**config.mk**
```make
export PLATFORM = sky130hd
export DESIGN_NAME = rasTop
export DESIGN_NICKNAME = d
export VERILOG_FILES = /design/src/rtl/rasPkg.sv /design/src/rtl/rasCtrl.sv /design/src/rtl/rasData.sv /design/src/rtl/rasTop.sv
export SDC_FILE = /design/constraint.sdc
export NUM_CORES = 1
export LEC_CHECK = 0
export BUFFER_PORTS_ARGS = -buffer_cell sky130_fd_sc_hd__buf_2
export CORE_MARGIN = 2
export CORE_UTILIZATION = 45
export CTS_BUF_LIST = sky130_fd_sc_hd__clkbuf_8
export CTS_CLUSTER_DIAMETER = 50
export CTS_CLUSTER_SIZE = 12
export DETAILED_ROUTE_END_ITERATION = 10
export GPL_ROUTABILITY_DRIVEN = 0
export MAX_ROUTING_LAYER = met4
export SLEW_MARGIN = 30
export SYNTH_ARGS = -nofsm -noshare
export SYNTH_HDL_FRONTEND = slang
export SYNTH_SLANG_ARGS = --single-unit
```
**constraint.sdc**
```tcl
create_clock -name clk -period 10 [get_ports clk]
set_clock_uncertainty 0.2 [all_clocks]
set_input_delay 2 -clock clk [delete_from_list [all_inputs] [get_ports clk]]
set_output_delay 2 -clock clk [all_outputs]
set_load 0.01 [all_outputs]
```
**src/rtl/rasPkg.sv**
```systemverilog
package rasPkg;
  // strobes from control to datapath for one clock
  typedef struct packed {
    logic push;     // write callRetAddr at the new top
    logic pop;      // valid pop: load prediction from current top
    logic save;     // record top value under ckptTag
    logic restore;  // rewrite the restored top slot from checkpoint
  } rasStrobeT;
endpackage

```
**src/rtl/rasCtrl.sv**
```systemverilog
module rasCtrl
  import rasPkg::*;
#(
  parameter int DEPTH    = 16,
  parameter int NUM_CKPT = 8,
  localparam int PTR_W   = $clog2(DEPTH),
  localparam int CNT_W   = $clog2(DEPTH + 1),
  localparam int TAG_W   = $clog2(NUM_CKPT)
) (
  input  logic             clk,
  input  logic             rstN,
  input  logic             callValid,
  input  logic             retValid,
  input  logic             ckptAlloc,
  input  logic [TAG_W-1:0] ckptTag,
  input  logic             restoreValid,
  input  logic [TAG_W-1:0] restoreTag,
  output rasStrobeT        strb,
  output logic [PTR_W-1:0] curPtr,
  output logic [PTR_W-1:0] nextPtr,
  output logic [CNT_W-1:0] stackCount,
  output logic             conflictErr
);
  localparam logic [CNT_W-1:0] FULL_CNT = CNT_W'(DEPTH);
  localparam logic [PTR_W-1:0] LAST_IDX = PTR_W'(DEPTH - 1);

  logic [PTR_W-1:0] topPtr;
  logic [CNT_W-1:0] count;
  logic [CNT_W-1:0] nextCnt;
  logic             conflictNow;
  logic [PTR_W-1:0] savedPtr [NUM_CKPT];
  logic [CNT_W-1:0] savedCnt [NUM_CKPT];

  function automatic logic [PTR_W-1:0] incPtr(input logic [PTR_W-1:0] p);
    return (p == LAST_IDX) ? '0 : p + PTR_W'(1);
  endfunction

  function automatic logic [PTR_W-1:0] decPtr(input logic [PTR_W-1:0] p);
    return (p == '0) ? LAST_IDX : p - PTR_W'(1);
  endfunction

  always_comb begin
    strb         = '0;
    conflictNow  = callValid && retValid && !restoreValid;
    strb.restore = restoreValid;
    strb.push    = callValid && !retValid && !restoreValid;
    strb.pop     = retValid && !callValid && !restoreValid && (count != '0);
    strb.save    = ckptAlloc && !restoreValid;
    nextPtr      = topPtr;
    nextCnt      = count;
    if (strb.restore) begin
      nextPtr = savedPtr[restoreTag];
      nextCnt = savedCnt[restoreTag];
    end else if (strb.push) begin
      nextPtr = incPtr(topPtr);
      nextCnt = (count == FULL_CNT) ? count : count + CNT_W'(1);
    end else if (strb.pop) begin
      nextPtr = decPtr(topPtr);
      nextCnt = count - CNT_W'(1);
    end
  end

  always_ff @(posedge clk) begin
    if (!rstN) begin
      topPtr      <= '0;
      count       <= '0;
      conflictErr <= 1'b0;
    end else begin
      topPtr      <= nextPtr;
      count       <= nextCnt;
      conflictErr <= conflictNow;
    end
  end

  for (genvar i = 0; i < NUM_CKPT; i++) begin : g_slot
    always_ff @(posedge clk) begin
      if (!rstN) begin
        savedPtr[i] <= '0;
        savedCnt[i] <= '0;
      end else if (strb.save && (ckptTag == TAG_W'(i))) begin
        savedPtr[i] <= nextPtr;
        savedCnt[i] <= nextCnt;
      end
    end
  end

  assign curPtr     = topPtr;
  assign stackCount = count;
endmodule

```
**src/rtl/rasData.sv**
```systemverilog
module rasData
  import rasPkg::*;
#(
  parameter int ADDR_W   = 32,
  parameter int DEPTH    = 16,
  parameter int NUM_CKPT = 8,
  localparam int PTR_W   = $clog2(DEPTH),
  localparam int TAG_W   = $clog2(NUM_CKPT)
) (
  input  logic              clk,
  input  logic              rstN,
  input  rasStrobeT         strb,
  input  logic [PTR_W-1:0]  curPtr,
  input  logic [PTR_W-1:0]  nextPtr,
  input  logic [TAG_W-1:0]  ckptTag,
  input  logic [TAG_W-1:0]  restoreTag,
  input  logic [ADDR_W-1:0] callRetAddr,
  output logic              predValid,
  output logic [ADDR_W-1:0] predTarget
);
  logic [ADDR_W-1:0] entry   [DEPTH];
  logic [ADDR_W-1:0] savedTop [NUM_CKPT];

  always_ff @(posedge clk) begin
    if (!rstN) begin
      for (int i = 0; i < DEPTH; i++) entry[i] <= '0;
      predValid  <= 1'b0;
      predTarget <= '0;
    end else begin
      if (strb.push)         entry[nextPtr] <= callRetAddr;
      else if (strb.restore) entry[nextPtr] <= savedTop[restoreTag];
      predValid  <= strb.pop;
      predTarget <= strb.pop ? entry[curPtr] : '0;
    end
  end

  for (genvar i = 0; i < NUM_CKPT; i++) begin : g_top
    always_ff @(posedge clk) begin
      if (!rstN) begin
        savedTop[i] <= '0;
      end else if (strb.save && (ckptTag == TAG_W'(i))) begin
        savedTop[i] <= strb.push ? callRetAddr : entry[nextPtr];
      end
    end
  end
endmodule

```
**src/rtl/rasTop.sv**
```systemverilog
module rasTop
  import rasPkg::*;
#(
  parameter int ADDR_W   = 32,
  parameter int DEPTH    = 16,
  parameter int NUM_CKPT = 8,
  localparam int PTR_W   = $clog2(DEPTH),
  localparam int CNT_W   = $clog2(DEPTH + 1),
  localparam int TAG_W   = $clog2(NUM_CKPT)
) (
  input  logic              clk,
  input  logic              rstN,
  input  logic              callValid,
  input  logic [ADDR_W-1:0] callRetAddr,
  input  logic              retValid,
  input  logic              ckptAlloc,
  input  logic [TAG_W-1:0]  ckptTag,
  input  logic              restoreValid,
  input  logic [TAG_W-1:0]  restoreTag,
  output logic              predValid,
  output logic [ADDR_W-1:0] predTarget,
  output logic              conflictErr
);
  rasStrobeT        strb;
  logic [PTR_W-1:0] curPtr;
  logic [PTR_W-1:0] nextPtr;
  logic [CNT_W-1:0] stackCount;

  rasCtrl #(.DEPTH(DEPTH), .NUM_CKPT(NUM_CKPT)) uCtrl (
    .clk(clk), .rstN(rstN), .callValid(callValid), .retValid(retValid),
    .ckptAlloc(ckptAlloc), .ckptTag(ckptTag), .restoreValid(restoreValid),
    .restoreTag(restoreTag), .strb(strb), .curPtr(curPtr), .nextPtr(nextPtr),
    .stackCount(stackCount), .conflictErr(conflictErr)
  );

  rasData #(.ADDR_W(ADDR_W), .DEPTH(DEPTH), .NUM_CKPT(NUM_CKPT)) uData (
    .clk(clk), .rstN(rstN), .strb(strb), .curPtr(curPtr), .nextPtr(nextPtr),
    .ckptTag(ckptTag), .restoreTag(restoreTag), .callRetAddr(callRetAddr),
    .predValid(predValid), .predTarget(predTarget)
  );
endmodule

```
Word level (Yosys, flattened, before mapping)
Memories as Yosys holds them, arrays and structs flattened. A register that Yosys moved wholly into a read port is not among the register bits.
Index checks and enable logic that the tools add are counted.
Storage, ports and cells
  flip-flop bits (word level): 11
  bits in writable memories: 840
  memories: 4
  output and inout bits: 34
  word-level logic and storage cells: 141
Operators by class
  bitwise gates (word level): 25
  reductions and logical operators: 25
  add/subtract/negate cells: 4
  equal/unequal tests: 9
  multiplexer cells: 70
Memories
  uData.entry: depth 16, bits a word 32, rd ports 2, clocked after Yosys merged registers in 1, write ports 16, line rasData.sv:21  | logic [ADDR_W-1:0] entry [DEPTH];
  uData.savedTop: depth 8, bits a word 32, rd ports 1, clocked after Yosys merged registers in 0, write ports 8, line rasData.sv:22  | logic [ADDR_W-1:0] savedTop [NUM_CKPT];
  uCtrl.savedCnt: depth 8, bits a word 5, rd ports 1, clocked after Yosys merged registers in 0, write ports 8, line rasCtrl.sv:32  | logic [CNT_W-1:0] savedCnt [NUM_CKPT];
  uCtrl.savedPtr: depth 8, bits a word 4, rd ports 1, clocked after Yosys merged registers in 0, write ports 8, line rasCtrl.sv:31  | logic [PTR_W-1:0] savedPtr [NUM_CKPT];
Operator list (number)
  $mux W32: 11
  $mux W5: 12
  $mux W4: 14
  $mux W1: 33
  $reduce_or A32 Y1: 1
  $or A1 B1 Y1: 25
  $logic_and A1 B1 Y1: 16
  $eq A3 B3 Y1 const B: 4
  $eq A3 B2 Y1 const B: 2
  $add A5 B1 Y5 const B: 1
  $eq A5 B5 Y1 const B: 1
  $reduce_bool A5 Y1: 1
  $sub A5 B1 Y5 const B: 1
  $add A4 B1 Y4 const B: 1
  $eq A4 B4 Y1 const B: 1
  $logic_not A1 Y1: 4
  $logic_not A4 Y1: 1
  $sub A4 B1 Y4 const B: 1
  $eq A3 B1 Y1 const B: 1
  $logic_not A3 Y1: 1
  $reduce_and A2 Y1: 1

Depth between registers and ports, before layout
Gate-level depths: netlist of the first run.
An unclocked memory read counts as a cell.
  depth in word-level cells: 10
  mapped depth: 15

By module
Synthesis of the first run repeated with hierarchy kept, for this count alone.
Unflattened totals
  cell total of the unflattened synthesis: 3308
  area, all modules: 44401.3 um^2
By module, submodules not included
  rasData: area each 40284.9 um^2, seq. area each 23722.8 um^2, cells each 2978, times used 1
  rasCtrl: area each 4116.4 um^2, seq. area each 2362.3 um^2, cells each 330, times used 1

Least setup slack after synthesis of the first run
No wires, ideal clock.
  kind: input port to flip-flop
  start: input port restoreTag[1]
  end: memory uData.entry[3][0], enable pin
  setup time: 0.478 ns
  cell stages on the path: 11
  path buffers: 4
  arrival time: 4.950 ns
  data required time: 9.322 ns
  setup slack: 4.372 ns
  cells stage by stage: buf_4 -> mux4_2 -> and2_1 -> a311o_1 -> o21ai_2 -> buf_2 -> buf_2 -> nor3_1 -> nand3_1 -> clkbuf_1 -> nand2_1
RTL lines
  start: declaration: line rasTop.sv:19  | input logic [TAG_W-1:0] restoreTag,
  end: declaration: line rasData.sv:21

==> flow_summary_export.csv, run 1 <==
group,metric,value,unit
run_status,status,"finished, final reports clean",
timing,max_freq,148.5,MHz
route,drc,0,
timing,layout_setup_ws,3.267,ns
clocking,clk_pin_slew_worst_paths,0.08,ns
synth,synth_area_leaders,"edfxtp_1 (58%), mux4_2 (12%), nor2_1 (5.7%)",
global_route,grt_pass1_vias,31610,
timing,rsz0062_at_grt,"no",
synth,synth.ff_latch_count,883,
global_route,grt_overflow,0,
synth,synth-edff-count,840,
floorplanning,rows,114,
placement,dp_slack,2.517,ns
power_and_ir_drop,peakVddDrop,96.05,uV
timing,finalSetupViolCount,0,
synth,synthArstFlopShare,0,%
clocking,cts_htree_levels,3,
timing,final_max_slew_viol_count,0,
floorplanning,coreArea,0.09657,mm2
synth,netlist_instances,3401,
critical_path,r2r_cells,10,
synth,yosysTopAreaCell,"edfxtp_1",
timing,hold_viol,0,
clocking,cts_buffers,106,
synth,synth_warnings,0,
layout,fin_nets,3427,
clocking,cts-root-buf,"clkbuf_8",
route,routed_wl,154300,um
global_route,grt_first_pass_wirelength,221400,um
floorplanning,ios,78,
route,wl_per_cell,32.59,um
route,drt-initial-drc-count,4642,
timing,min_period,6.733,ns
worst_hold_path,hold_path_startpoint,"uData.entry[11][30]$_SDFFCE_PN0P_",
layout,drive_above_1_share,22.16,%
synth,avgSynthCellArea,12.89,um2
critical_path,crit_start,"restoreTag[2]",
critical_path,critical_path_required,10.21,ns
power_and_ir_drop,powerDensity,180.3,mW/mm2
job,max-cap-violations,0,
synth,netlist_area,0.04384,mm2
route,ant_nets,0,
timing,tightest_slew,1.093,ns
synth,ys_types,79,
critical_path,crit_fanout,33,
synth,synth_flop_cell,"edfxtp_1",
timing,post-route-period-util,67.33,%
worst_hold_path,hold_class,"reg2reg",
synth,synthesis.nets,3450,
route,first_pass_iters,7,
critical_path,arrival,6.94,ns
floorplanning,initial_core_util,45.40,%
critical_path,r2r_start,"uCtrl.curPtr[0]$_SDFF_PN0_",
synth,seq_area_frac_synth,59.50,%
global_route,grt_usage,31.74,%
layout,regArea,0.02609,mm2
clocking,tritoncts,"done",
clocking,cts_hold_buf,0,
global_route,antenna_found_initial,4,
timing,max_slew_margin,26.38,%
worst_hold_path,min_path_cells,3,
timing,final.setup.tns,0,ns
clocking,post_cts_buffers,0,
layout,multi_input_area,0.01656,mm2
critical_path,crit_path_end_kind,"flop",
route,vias_per_cell,6.774,
route,via_count,32070,
clocking,ctsResizeCount,0,
placement,port_buffers,77,
clocking,cts_buffer_depth,3,
floorplanning,die_h,316.1,um
floorplanning,die_w,316.1,um
clocking,cts_num_sinks,883,
floorplanning,dieArea,0.09993,mm2
layout,area_growth,9.245,%
critical_path,worstSetupStartpointType,"input pin",
placement,dp_hpwl,90790,um
synth,synth_top_area_share,57.54,%
global_route,grt_max_degree,66,
layout,n_fill_cell,8302,
critical_path,worstSetupPathType,"in2reg",
clocking,clk_latency,0.80,ns
power_and_ir_drop,power_leakage,16.39,nW
[worst paths after layout]
check                                                        to  slack (ns)
worst max-delay path            uData.entry[4][0]$_SDFFCE_PN0P_        3.27
worst min register to register  uData.predTarget[30]$_SDFF_PN0_        0.55
worst max register to register  uData.entry[4][0]$_SDFFCE_PN0P_        4.11
worst min-delay path            uData.predTarget[30]$_SDFF_PN0_        0.55
[per-stage QoR]
stage	power [mW]	cell area (um2)	hold WS (ns)	cells	util, %
2_1_floorplan	5.278	43840	0.3991	3401	-
3_3_place_gp	5.841	45540	0.4867	4544	47.16
3_5_place_dp	5.871	45590	0.5063	4544	47.21
4_1_cts	8.607	47850	0.5388	4731	49.55
5_1_grt	8.848	47890	0.5935	4734	49.59
6_report	8.634	47890	0.5517	4735	49.59
[cell families after synthesis]
group,count (synthesis),synth area share [%]
mux,352,14.62
xor+xnor,3,0.05995
simple gates,1326,14.54
fa+ha+maj,5,0.1427
flops,883,59.50
buf+inv,356,3.428
compound gates,476,7.704
[metal layers]
layer | track usage [%] | wire length [um]
met1 | 40.39 | 56950
met5 | - | 0
met2 | 47.72 | 70490
met4 | 16.61 | 9160
met3 | 7.116 | 17710
[sequential cells by signal, summed over array words and instances, names as in the netlist]
name	count
uCtrl.savedPtr	32
uCtrl.curPtr	4
uData.predValid	1
uData.entry	512
uCtrl.conflictErr	1
uCtrl.stackCount	5
uData.savedTop	256
uData.predTarget	32
uCtrl.savedCnt	40
[cells in the mapped netlist, drive strengths merged, types with 6 or more instances]
library cell    n
buf           107
a311oi         16
mux4          225
o21ai          77
o31a           13
nor3b          90
mux2i          71
o211a          14
and3           53
nand2         142
o221ai         14
a211o          14
nand2b         10
a22oi           9
mux2           56
a211oi         20
edfxtp        840
inv            39
nor4           14
a21o           13
clkbuf        210
a2111oi        19
nor2b           6
o211ai         55
nor3          174
dfxtp          43
nor2          662
a31oi          27
a21oi         130
nand3         152
a221oi         34
[power by group]
| group | switching, mW | internal [mW] |
|---|---|---|
| Sequential | 0.0972 | 4.22 |
| Clock | 1.46 | 1.34 |
| Combinational | 1.05 | 0.470 |
| Total | 2.60 | 6.03 |
[area by class of cell]
type / instances / area share [%]
timing repair buffer: 186 / 2.558
inverter: 39 / 0.3057
sequential: 883 / 54.49
clock inverter: 73 / 1.450
tap: 1276 / 3.334
clock buffer: 114 / 3.276
multi-input combinational: 2162 / 34.58
antenna: 2 / 0.01045
[critical path: stages]
cell,delay [ns]
buf_2,0.41
buf_4,0.69
mux2i_1,0.34
nand2_1,0.08
a311o_2,0.42
buf_4,0.27
o21ai_4,0.31
buf_8,0.25
buf_4,0.36
nand3_2,0.71
nand2_2,1.00
[placed cells by master (no fill, tap or decap), types with 19 or more instances in the layout]
master	count
a211oi_1	20
clkbuf_8	114
a31oi_1	26
nor3b_2	24
nor3b_1	65
edfxtp_1	840
nor2_1	657
mux4_2	225
nor3_1	172
a21oi_1	129
nand3_1	138
o21ai_0	75
mux2i_1	71
and3_1	52
nand2_4	19
inv_1	52
a221oi_1	31
mux2_2	50
nand2_1	107
dfxtp_1	40
buf_4	110
buf_2	73
o211ai_1	54
No activity file was read; power rests on OpenSTA's default activity.
==> run 2: changes to the inputs <==
- ABC_AREA: not set -> 1
- clock period: 10 -> 5.45 ns (I/O delays scaled with it)
==> run 2 against run 1 <==
Die area increased by 1.6%. Count of clock-buffer cells in the layout increased by 2. Routed wire length increased by 9.4%. Combinational power increased by 90%. Hold slack improved by 0.011 ns. Critical path type is now reg2reg.
==> flow_summary_export.csv, run 2 <==
group,metric,value,unit
run_status,status,"finished, final reports clean",
clocking,cts_buffer_depth,3,
floorplanning,die_h,318.7,um
synth,synth_top_family_by_area,"simple AND/OR/NAND/NOR gates",
route,wl_per_cell,26.32,um
synth,synth.ff_latch_count,883,
critical_path,worstSetupPathType,"reg2reg",
clocking,ctsResizeCount,0,
job,max-cap-violations,0,
critical_path,worstSetupStartpointType,"flop",
power_and_ir_drop,pwr-share-comb,17.9,%
clocking,clk_latency,0.80,ns
synth,synth_area_leaders,"edfxtp_1 (57%), nor2_1 (11%), nand2_1 (11%)",
floorplanning,dieArea,0.1015,mm2
timing,tightest_slew,0.9945,ns
layout,regArea,0.02610,mm2
synth,synthMuxAreaShare,0,%
critical_path,critical_path_required,5.76,ns
synth,seq_area_frac_synth,58.54,%
critical_path,cpPeakStageDelay,0.82,ns
synth,yosysTopAreaCell,"edfxtp_1",
timing,final_max_slew_viol_count,0,
power_and_ir_drop,peakVddDrop,204.0,uV
synth,avgSynthCellArea,8.713,um2
critical_path,crit_path_end_kind,"flop",
layout,largest_reg_flops,512,
layout,area_growth,9.466,%
route,vias_per_cell,6.060,
critical_path,cp_common_cell,"nand2_1",
power_and_ir_drop,power_leakage,19.55,nW
route,drc,0,
synth,netlist_instances,5114,
synth,synth_compound_area_share,10.80,%
synth,synthArstFlopShare,0,%
timing,min_period,4.152,ns
floorplanning,die_w,318.7,um
global_route,grt_overflow,0,
timing,layout_setup_ws,1.298,ns
clocking,cts-root-buf,"clkbuf_8",
timing,max_freq,240.8,MHz
critical_path,arrival,4.46,ns
layout,layout_commonest_cell,"nor2_1",
floorplanning,coreArea,0.09828,mm2
clocking,cts_hold_buf,0,
synth,synth_top_cells_by_count,"nor2_1 (1290), nand2_1 (1282), edfxtp_1 (840), o21ai_0 (484), nand3_1 (279)",
floorplanning,rows,115,
critical_path,crit_fanout,69,
synth,synthSimpleGateAreaFrac,25.39,%
timing,post-route-period-util,76.19,%
placement,port_buffers,77,
placement,dp_hpwl,93360,um
power_and_ir_drop,powerDensity,330.4,mW/mm2
synth,yosysMostFrequentCell,"nor2_1",
placement,dp_slack,0.7288,ns
synth,synth_top_area_share,56.61,%
clocking,tritoncts,"done",
worst_hold_path,hold_class,"reg2reg",
clocking,clk_pin_slew_worst_paths,0.09,ns
route,first_pass_iters,8,
floorplanning,ios,78,
route,routed_wl,168800,um
layout,layout_common_cells,"nor2_1 (1287), nand2_1 (1241), edfxtp_1 (840), o21ai_0 (484), nand3_1 (279)",
clocking,cts_htree_levels,3,
synth,synthesis.nets,5163,
power_and_ir_drop,power.switching,5.199,mW
synth,netlist_area,0.04456,mm2
timing,max_slew_margin,33.70,%
route,via_count,38850,
timing,rsz0062_at_grt,"no",
clocking,cts_num_sinks,883,
layout,reg.largest.list,"uData.entry: 512 flops, uData.savedTop: 256 flops, uCtrl.savedCnt: 40 flops",
route,ant_nets,0,
timing,whs,0.5626,ns
global_route,grt_pass1_vias,36960,
power_and_ir_drop,p_seq_share,48.9,%
synth,synth-edff-count,840,
timing,final.setup.tns,0,ns
layout,regMostFlops,"uData.entry",
synth,synth_warnings,0,
global_route,antenna_found_initial,3,
layout,fin_nets,5080,
critical_path,r2r_slack,1.30,ns
layout,drive_above_1_share,10.05,%
global_route,grt_usage,33.67,%
synth,ys_types,38,
critical_path,cp_slowest_cell,"dfxtp_4",
synth,synth_flop_cell,"edfxtp_1",
synth,synth_xor_area_share,0.09828,%
route,drt-initial-drc-count,5738,
global_route,grt_max_degree,206,
floorplanning,initial_core_util,45.34,%
layout,multi_input_area,0.01643,mm2
power_and_ir_drop,power.internal,10.91,mW
synth,synth_adder_area_share,0.1404,%
layout,n_fill_cell,9249,
power_and_ir_drop,swShare,32.27,%
clocking,cts_buffers,112,
power_and_ir_drop,clockPowerShare,33.1,%
timing,finalSetupViolCount,0,
critical_path,crit_path_cell_trace,"inv_6, ha_1, nand2_1, o21ai_1, inv_2, nand2_8, nand2_8, buf_4, o21ai_0, nand2_1, nand2_1, nand2_1, nand2_1, o21bai_2, nor2_1",
global_route,grt_first_pass_wirelength,245000,um
clocking,post_cts_buffers,0,
timing,hold_viol,0,
-- run 2: cell count changes after synthesis, sizes merged, moves of 71 or more --
cell,delta
o22ai,+114
mux4,-225
o21ai,+411
nor3,-165
a21oi,-92
nor2,+634
mux2i,-71
nand3,+127
inv,+77
nor3b,-90
nand2,+1156
-- run 2: layer usage --
metal	up-vias	global-route usage (%)	routed length, um
met4	0	19.81	11040
met3	564	6.131	19480
li1	17050	-	-
met1	18560	43.31	63030
met5	-	-	0
met2	2676	49.91	75210
-- run 2: cells by family (layout without fill, tap and decap cells) --
family	count (synthesis)	count (layout)
AND/OR/NAND/NOR	2883	2883
flip-flops	883	883
AO/OA/AOI/OAI	811	811
buffers and inverters	527	536
adder cells (fa/ha/maj)	5	5
XOR/XNOR	5	5
other	0	1
-- run 2: per-stage QoR --
| stage | util [%] | instance area, um2 | power (mW) | cells |
|---|---|---|---|---|
| 2_1_floorplan | - | 44560 | 9.692 | 5114 |
| 3_3_place_gp | 47.08 | 46270 | 10.81 | 6201 |
| 3_5_place_dp | 47.11 | 46300 | 10.83 | 6201 |
| 4_1_cts | 49.55 | 48700 | 16.04 | 6407 |
| 5_1_grt | 49.63 | 48770 | 16.61 | 6411 |
| 6_report | 49.63 | 48770 | 16.11 | 6411 |
-- run 2: final cells by class --
type,instances,share of cell area [%]
Sequential cell,883,53.50
Multi-Input combinational cell,3704,33.68
Timing Repair Buffer,210,3.617
Tap cell,1287,3.302
Clock buffer,116,3.273
Clock inverter,90,1.647
Inverter,120,0.9722
Antenna cell,1,0.005131
-- run 2: critical path, delay by kind of cell (launching register included) --
kind,cells,cell delay [ns]
buffers and inverters,3,0.98
AND/OR/NAND/NOR,8,0.81
flip-flops,1,0.82
adder cells (fa/ha/maj),1,0.29
AO/OA/AOI/OAI,3,0.71
-- run 2: power groups by stage --
stage | clock (mW) | sequential (mW) | combinational, mW
CTS | 5.36 | 7.88 | 2.81
detailed placement | 0 | 8.03 | 2.80
finish | 5.34 | 7.88 | 2.89
global placement | 0 | 8.02 | 2.78
floorplan | 0 | 7.98 | 1.71
global route | 5.62 | 7.91 | 3.08
-- run 2: final timing paths --
path	from	to	cells past startpoint
worst max-delay path	uCtrl.curPtr[0]$_SDFF_PN0_	uData.savedTop[2][7]$_SDFFCE_PN0P_	15
worst min-delay path	uCtrl.curPtr[2]$_SDFF_PN0_	uData.predTarget[8]$_SDFF_PN0_	2
worst max register to register	uCtrl.curPtr[0]$_SDFF_PN0_	uData.savedTop[2][7]$_SDFFCE_PN0P_	15
worst min register to register	uCtrl.curPtr[2]$_SDFF_PN0_	uData.predTarget[8]$_SDFF_PN0_	2
